`src/rtl/cam_evt_pkg.sv`:
```
package cam_evt_pkg;
  localparam int unsigned EVT_N = 6;

  typedef enum int unsigned {
    EV_VS_RISE   = 0,
    EV_VS_FALL   = 1,
    EV_HS_RISE   = 2,
    EV_HS_FALL   = 3,
    EV_FIFO_FULL = 4,
    EV_XFER      = 5
  } evt_idx_e;
endpackage

```
`src/rtl/cam_evt_edge.sv`:
```
module cam_evt_edge #(
  parameter int unsigned W    = 2,
  parameter bit          BOTH = 1'b1,
  localparam int unsigned OW  = BOTH ? 2 * W : W
) (
  input  logic          clk_i,
  input  logic          rst_ni,
  input  logic [W-1:0]  sig_i,
  output logic [OW-1:0] evt_o
);
  logic [W-1:0] prev_q;
  logic         primed_q;
  logic [W-1:0] rise, fall;

  always_ff @(posedge clk_i or negedge rst_ni) begin
    if (!rst_ni) begin
      prev_q   <= '0;
      primed_q <= 1'b0;
    end else begin
      prev_q   <= sig_i;
      primed_q <= 1'b1;
    end
  end

  // no edge until one sample has been taken after reset
  assign rise = primed_q ? (sig_i & ~prev_q) : '0;
  assign fall = primed_q ? (~sig_i & prev_q) : '0;

  generate
    if (BOTH) begin : g_both
      for (genvar i = 0; i < int'(W); i++) begin : g_pair
        assign evt_o[2*i]   = rise[i];
        assign evt_o[2*i+1] = fall[i];
      end
    end else begin : g_rise
      assign evt_o = rise;
    end
  endgenerate

  AST_NO_REPEAT_EDGE: assert property (@(posedge clk_i) disable iff (!rst_ni)
    (evt_o != '0) |=> ((evt_o & $past(evt_o)) == '0));
  AST_NO_EDGE_AFTER_RST: assert property (@(posedge clk_i) disable iff (!rst_ni)
    !$past(rst_ni) |-> (evt_o == '0));
endmodule

```
`src/rtl/cam_evt_flags.sv`:
```
module cam_evt_flags #(
  parameter int unsigned N = 6
) (
  input  logic         clk_i,
  input  logic         rst_ni,
  input  logic [N-1:0] evt_i,
  input  logic         rd_i,
  output logic [N-1:0] flag_o
);
  logic [N-1:0] flag_q, flag_d;

  // an event in the read cycle wins over the clear
  assign flag_d = evt_i | (rd_i ? '0 : flag_q);

  always_ff @(posedge clk_i or negedge rst_ni) begin
    if (!rst_ni) flag_q <= '0;
    else         flag_q <= flag_d;
  end

  assign flag_o = flag_q;

  AST_SET_ON_EVT: assert property (@(posedge clk_i) disable iff (!rst_ni)
    (evt_i != '0) |=> ((flag_q & $past(evt_i)) == $past(evt_i)));
  AST_CLR_ON_RD: assert property (@(posedge clk_i) disable iff (!rst_ni)
    rd_i |=> (flag_q == $past(evt_i)));
  AST_HOLD_IDLE: assert property (@(posedge clk_i) disable iff (!rst_ni)
    (!rd_i && evt_i == '0) |=> $stable(flag_q));
endmodule

```
`src/rtl/cam_evt_status.sv`:
```
module cam_evt_status
  import cam_evt_pkg::*;
#(
  parameter int unsigned DATA_W = 32,
  localparam int unsigned PAD_W = DATA_W - EVT_N
) (
  input  logic              clk_i,
  input  logic              rst_ni,
  input  logic              vsync_i,
  input  logic              hsync_i,
  input  logic              fifo_full_i,
  input  logic              xfer_trig_i,
  input  logic              rd_i,
  input  logic [EVT_N-1:0]  irq_en_i,
  output logic [DATA_W-1:0] rdata_o,
  output logic              irq_o
);
  logic [3:0]       sync_evt;
  logic [0:0]       fifo_evt;
  logic [EVT_N-1:0] evt, flags;

  cam_evt_edge #(.W(2), .BOTH(1'b1)) u_sync_edge (
    .clk_i  (clk_i),
    .rst_ni (rst_ni),
    .sig_i  ({hsync_i, vsync_i}),
    .evt_o  (sync_evt)
  );

  cam_evt_edge #(.W(1), .BOTH(1'b0)) u_fifo_edge (
    .clk_i  (clk_i),
    .rst_ni (rst_ni),
    .sig_i  (fifo_full_i),
    .evt_o  (fifo_evt)
  );

  assign evt[EV_HS_FALL:EV_VS_RISE] = sync_evt;
  assign evt[EV_FIFO_FULL]          = fifo_evt[0];
  assign evt[EV_XFER]               = xfer_trig_i;

  cam_evt_flags #(.N(EVT_N)) u_flags (
    .clk_i  (clk_i),
    .rst_ni (rst_ni),
    .evt_i  (evt),
    .rd_i   (rd_i),
    .flag_o (flags)
  );

  assign rdata_o = {{PAD_W{1'b0}}, flags};
  assign irq_o   = |(flags & irq_en_i);

  AST_IRQ_NEEDS_FLAG: assert property (@(posedge clk_i) disable iff (!rst_ni)
    (rdata_o[EVT_N-1:0] == '0) |-> !irq_o);
  AST_FIFO_ONLY_RISE: assert property (@(posedge clk_i) disable iff (!rst_ni)
    (!fifo_full_i && !rd_i) |=> ($past(rdata_o[EV_FIFO_FULL]) == rdata_o[EV_FIFO_FULL]));
endmodule

```
`config.mk`:
```
export PLATFORM = sky130hd
export DESIGN_NAME = cam_evt_status
export DESIGN_NICKNAME = d
export VERILOG_FILES = /design/src/rtl/cam_evt_pkg.sv /design/src/rtl/cam_evt_edge.sv /design/src/rtl/cam_evt_flags.sv /design/src/rtl/cam_evt_status.sv
export SDC_FILE = /design/constraint.sdc
export NUM_CORES = 1
export LEC_CHECK = 0
export ABC_AREA = 1
export BUFFER_PORTS_ARGS = -buffer_cell sky130_fd_sc_hd__buf_2
export CORE_MARGIN = 5
export CORE_UTILIZATION = 34
export DETAILED_ROUTE_END_ITERATION = 8
export PLACE_DENSITY = 0.7
export SLEW_MARGIN = 20
export SYNTH_ARGS = -nofsm -noshare
export SYNTH_HDL_FRONTEND = slang
export SYNTH_SLANG_ARGS = --single-unit
```
`constraint.sdc`:
```
create_clock -name clk_i -period 0.8 [get_ports clk_i]
set_input_delay 0.04 -clock clk_i [delete_from_list [all_inputs] [get_ports clk_i]]
set_output_delay 0.04 -clock clk_i [all_outputs]
set_load 0.005 [all_outputs]
```
==> results of run 1 <==
[metal layers]
metal | vias to the layer above | routed length (um)
li1 | 222 | -
met1 | 192 | 404
met2 | 31 | 629
met3 | 2 | 112
met4 | 0 | 21
met5 | - | 0
[state kept, by name (all words and copies together), names as in the netlist]
register,flops
u_sync_edge.prev_q,2
u_fifo_edge.primed_q,1
u_fifo_edge.prev_q,1
u_flags.flag_o,6
[area by class of cell]
type	count	area share (%)
tap	17	2.69
timing repair buffer	31	29.7
multi-input combinational	50	27.5
clock buffer	4	4.59
inverter	8	3.80
sequential	10	31.6
[worst max-delay path: stages (launching register included)]
cell and delay (ps):
dfrtp_1 400, nand2_1 70, nand2_1 50, nor2_1 80, nand2_1 50, buf_2 120
[Yosys cell counts]
library cell   n
buf_4         26
nand2_1       12
dfrtp_1       10
inv_1          8
o21ai_0        4
conb_1         2
nand3b_1       2
nor2_1         2
nand3_1        1
o21bai_1       1
o22ai_2        1
[logic make-up (layout without fill, tap and decap cells)]
logic type             Yosys count  in the layout  share of synthesized area (%)
buffers and inverters           34             43                           37.8
and+or+nand+nor                 17             17                           12.2
other                            2             27                           1.26
AOI/OAI and AO/OA                6              6                           6.72
DFF                             10             10                           42.0
[timing repair]
| item | in CTS | in global routing |
|---|---|---|
| cloned | 0 | 0 |
| hold endpoints to repair | 15 | 0 |
| setup endpoints to repair | 7 | 10 |
| buffers inserted | 1 | 3 |
| gates resized for setup | 4 | 10 |
| pin swaps | 0 | 1 |
| hold buffers | 5 | 0 |
[metrics by stage]
stage          power, mW  area, sq um  setup TNS (ps)  util (%)
3_3_place_gp       0.752          641               0      37.9
2_1_floorplan      0.738          689               0         -
4_1_cts             1.27          754           -1110      44.7
6_report            1.28          791           -1060      46.8
3_5_place_dp       0.757          641               0      37.9
5_1_grt             1.35          791           -1380      46.8
[power breakdown]
group / total (mW) / switching, mW / internal [mW]
logic: 0.261 / 0.120 / 0.141
clock network: 0.457 / 0.181 / 0.276
registers: 0.559 / 0.0204 / 0.539
total: 1.28 / 0.322 / 0.956
[worst max path at each step]
| stage | from | endpoint |
|---|---|---|
| final | u_flags.flag_o[4] | irq_o |
| after global placement | u_flags.flag_o[1] | irq_o |
| after CTS | u_flags.flag_o[4] | irq_o |
| after global routing | u_flags.flag_o[1] | irq_o |
| after detailed placement | u_flags.flag_o[4] | irq_o |
| after floorplan | u_flags.flag_o[1] | irq_o |
==> out/results.txt, run 1 <==
DP Cell Count: 108
Pwr per Cell Area: 1620 nW/um^2
H-tree depth: 1
Reg2Reg Setup Slack: -130 ps
status: complete, but fails checks
Initial DRT Pass Iterations: 4
WL/cell: 9.73 um
reg2reg path depth: 5
Most Crowded Layer GR: met2
CTS clk-pin slew, worst paths: 70 ps
Lkg Pwr: 0.458 nW
Final Non-Filler Cells: 120
RSZ-0062 raised after global routing: true
Die Area: 2690 sq um
clk_skew: 0.494 ps
worst setup margin: -269 ps
failing checks: setup timing
clk_lat worst skew: 260 ps
GR Util met2: 16.9%
DRC violations left: 0
Syn Inst Count: 69
fmax: 0.935 GHz
pre-CTS setup slack: 22.7 ps
CTS tree: yes
leading area contributor after synthesis: dfrtp_1
Total GRT Usage: 8.68%
max-slew violation count: 0
Hold Path Origin: rd_i
number of library cell types mapped by synthesis: 11
initial antenna violation count: 0
die width: 51.9 um
vias in the first global route: 403
Final Hold Viols: 0
top cell type's share of synthesized area: 42.0%
commonest non-fill, non-tap cell in the layout: conb_1
layout cells sized above 1: 32.0%
WHS Path Cells: 2
maximum clock insertion buffer count: 2
Worst setup EP type: output port
starting DRC count in detailed routing: 5
TritonCTS buffer count: 3
crit path DAT: 1030 ps
first-pass GRT wire length: 1670 um
R2R Path End: u_flags.flag_o[4]
initial core utilization: 35.3%
Worst Setup Path Type: flip-flop to output port
final setup violation count: 8
fin crit share: 134%
global routing usage on met3: 0.860%
Antenna Cells: 0
startpoint types: flip-flop
synth top area cells: dfrtp_1 (42%), buf_4 (33%), nand2_1 (7.6%)
Fillers: 170
worst flop-to-flop path startpoint: u_flags.flag_o[4]
detailed placer's ending HPWL: 939 um
core area: 1690 sq um
Max-cap violations: 0
Reg area: 250 sq um
sequential area share after synthesis: 42.0%
Ports: 46
Synth Warn #: 0
root buffer cell: clkbuf_4
Crit path required time: 760 ps
fin crit period: 1070 ps
Post-DRT Antenna Nets: 0
# rows: 15
#FFs+latches synth: 10
area grow syn2layout: 32.8%
routability cong.: 0.744
nets: 117
PortBufs: 19
Synth Cell Area: 596 sq um
worst vdd ir: 1.06 mV
via count: 447
largest net degree at the start of global routing: 11
drt total wl: 1170 um
grt ovf: 0
most frequent cells in the layout: conb_1 (27), buf_2 (16), nand2_1 (12)
area of the multi-input gates: 218 sq um
clock sinks: 10
Worst Path Max Fanout: 2
worst hold slack: 27.7 ps
Vias/cell: 3.73
Die Ht: 51.9 um
worst min path class: input port to flip-flop
met1 Usage GRT: 8.02%
post-synthesis average cell area: 8.63 sq um
Hold EP: u_flags.flag_o[1]
(Power assumes the default switching activity.)
==> run 2, diff against run 1 <==
- CAP_MARGIN: unset -> 20
- CORE_MARGIN: 5 -> 2
==> run 2 against run 1 <==
The run still ends with setup timing left. Clock skew rose by 1.7 ps. Die area decreased by 22%. Register-to-register slack improved by 90 ps. Worst hold slack improved by 15 ps. Utilization decreased by 2.2 points. Total power fell by 12%. Critical path depth unchanged. Final cell count down 0.83%. Via count increased by 4.5%. Final area decreased by 4.7%. Largest cell class unchanged. Largest power group unchanged.
==> out/results.txt, run 2 (synthesis results as in run 1) <==
Final Non-Filler Cells: 119 (was 120)
Total GRT Usage: 10.0% (was 8.68%)
DP Cell Count: 108 (unchanged)
met1 Usage GRT: 8.62% (was 8.02%)
vias in the first global route: 380 (was 403)
clk_skew: 2.16 ps (was 0.494 ps)
Antenna Cells: 0 (unchanged)
Vias/cell: 3.92 (was 3.73)
Reg area: 250 sq um (unchanged)
TritonCTS buffer count: 3 (unchanged)
max-slew violation count: 0 (unchanged)
fin crit share: 132% (was 134%)
setup TNS: -1010 ps (was -1060 ps)
final setup violation count: 9 (was 8)
Clock power frac: 29.1% (was 35.8%)
Post-DRT Antenna Nets: 0 (unchanged)
NetSw: 0.283 mW (was 0.322 mW)
starting DRC count in detailed routing: 3 (was 5)
PortBufs: 19 (unchanged)
GR Util met2: 18.6% (was 16.9%)
grt ovf: 0 (unchanged)
Fillers: 171 (was 170)
Seq pwr share: 49.9% (was 43.8%)
crit path DAT: 1010 ps (was 1030 ps)
Worst setup EP type: output port (unchanged)
Worst setup startpoint: u_flags.flag_o[0] (was u_flags.flag_o[4])
max FFs per register: 6 (unchanged)
root buffer cell: clkbuf_4 (unchanged)
H-tree depth: 1 (unchanged)
Max-cap violations: 0 (unchanged)
# rows: 15 (unchanged)
clock sinks: 10 (unchanged)
layout cells sized above 1: 29.4% (was 32.0%)
Final Hold Viols: 0 (unchanged)
pre-CTS setup slack: 7.84 ps (was 22.7 ps)
area grow syn2layout: 26.5% (was 32.8%)
RSZ-0062 raised after global routing: true (unchanged)
fmax: 0.948 GHz (was 0.935 GHz)
most frequent cells in the layout: conb_1 (27), buf_2 (18), nand2_1 (12) (was conb_1 (27), buf_2 (16), nand2_1 (12))
Most Crowded Layer GR: met2 (unchanged)
clk_lat worst skew: 260 ps (about the same)
nets: 117 (unchanged)
Net Sw Frac: 25.3% (was 25.2%)
fin crit period: 1050 ps (was 1070 ps)
P_int: 0.837 mW (was 0.956 mW)
detailed placer's ending HPWL: 768 um (was 939 um)
initial antenna violation count: 0 (unchanged)
Gate power share: 21.0% (was 20.4%)
routability cong.: 0.654 (was 0.744)
worst min path class: input port to flip-flop (unchanged)
first-pass GRT wire length: 1410 um (was 1670 um)
Die Ht: 45.9 um (was 51.9 um)
Initial DRT Pass Iterations: 5 (was 4)
worst hold slack: 42.3 ps (was 27.7 ps)
WL/cell: 8.29 um (was 9.73 um)
status: complete, but fails checks (unchanged)
largest net degree at the start of global routing: 11 (unchanged)
worst setup margin: -255 ps (was -269 ps)
Worst Setup Path Type: flip-flop to output port (unchanged)
Pwr per Cell Area: 1490 nW/um^2 (was 1620 nW/um^2)
Lkg Pwr: 0.443 nW (was 0.458 nW)
global routing usage on met3: 2.38% (was 0.860%)
drt total wl: 986 um (was 1170 um)
Worst Path Max Fanout: 2 (unchanged)
failing checks: setup timing (unchanged)
CTS clk-pin slew, worst paths: 60 ps (was 70 ps)
DRC violations left: 0 (unchanged)
via count: 467 (was 447)
Hold Path Origin: rd_i (unchanged)
area of the multi-input gates: 214 sq um (was 218 sq um)
maximum clock insertion buffer count: 2 (unchanged)
startpoint types: flip-flop (unchanged)
core area: 1690 sq um (unchanged)
CTS tree: yes (unchanged)
worst flop-to-flop path startpoint: u_flags.flag_o[5] (was u_flags.flag_o[4])
Ports: 46 (unchanged)
commonest non-fill, non-tap cell in the layout: conb_1 (unchanged)
initial core utilization: 35.3% (unchanged)
Die Area: 2100 sq um (was 2690 sq um)
Crit path required time: 760 ps (about the same)
die width: 45.9 um (was 51.9 um)
Reg2Reg Setup Slack: -40 ps (was -130 ps)
worst vdd ir: 1.15 mV (was 1.06 mV)
[run 2: routing by layer]
metal,share of wire (%),routed length (um)
met1,32,318
met2,55,542
met3,9.4,93
met4,3.1,31
met5,0,0
[run 2: repair_timing]
item / 4_1_cts / 5_1_grt
buffers inserted: 1 / 2
endpoints found under the hold margin: 15 / 0
gates resized for setup: 3 / 1
setup endpoints to repair: 7 / 9
pin swaps: 0 / 2
hold buffers: 5 / 0
[run 2: final timing paths]
path,depth (start not counted),endpoint
max,5,irq_o
min,2,u_flags.flag_o[5]
max reg2reg,4,u_flags.flag_o[5]
min reg2reg,2,u_flags.flag_o[4]
max in group asynchronous,2,u_fifo_edge.primed_q
min in group asynchronous,2,u_flags.flag_o[0]
[run 2: per-stage QoR]
step                instance area (sq um)  utilization, %  total power [mW]
floorplan                             689               -             0.738
global placement                      641            37.9             0.750
detailed placement                    641            37.9             0.754
CTS                                   734            43.5              1.12
global route                          753            44.6              1.20
finish                                753            44.6              1.12
[run 2: power groups by stage]
stage	clock network, mW	registers [mW]	logic [mW]
6_report	0.326	0.559	0.236
5_1_grt	0.367	0.561	0.272
4_1_cts	0.342	0.559	0.223
3_5_place_dp	0	0.568	0.187
3_3_place_gp	0	0.566	0.184
2_1_floorplan	0	0.571	0.167
[run 2: area by class of cell]
cell class | count | area share [%]
Sequential cell | 10 | 33.2
Timing Repair Buffer | 31 | 28.6
Multi-Input combinational cell | 50 | 28.4
Inverter | 8 | 3.99
Clock buffer | 3 | 2.99
Tap cell | 17 | 2.82
[run 2: worst max-delay path: stages (launching register included)]
cell	delay (ps)
dfrtp_1	390
nand2_1	60
nand2_1	40
nor2_1	100
nand2_1	50
buf_2	120
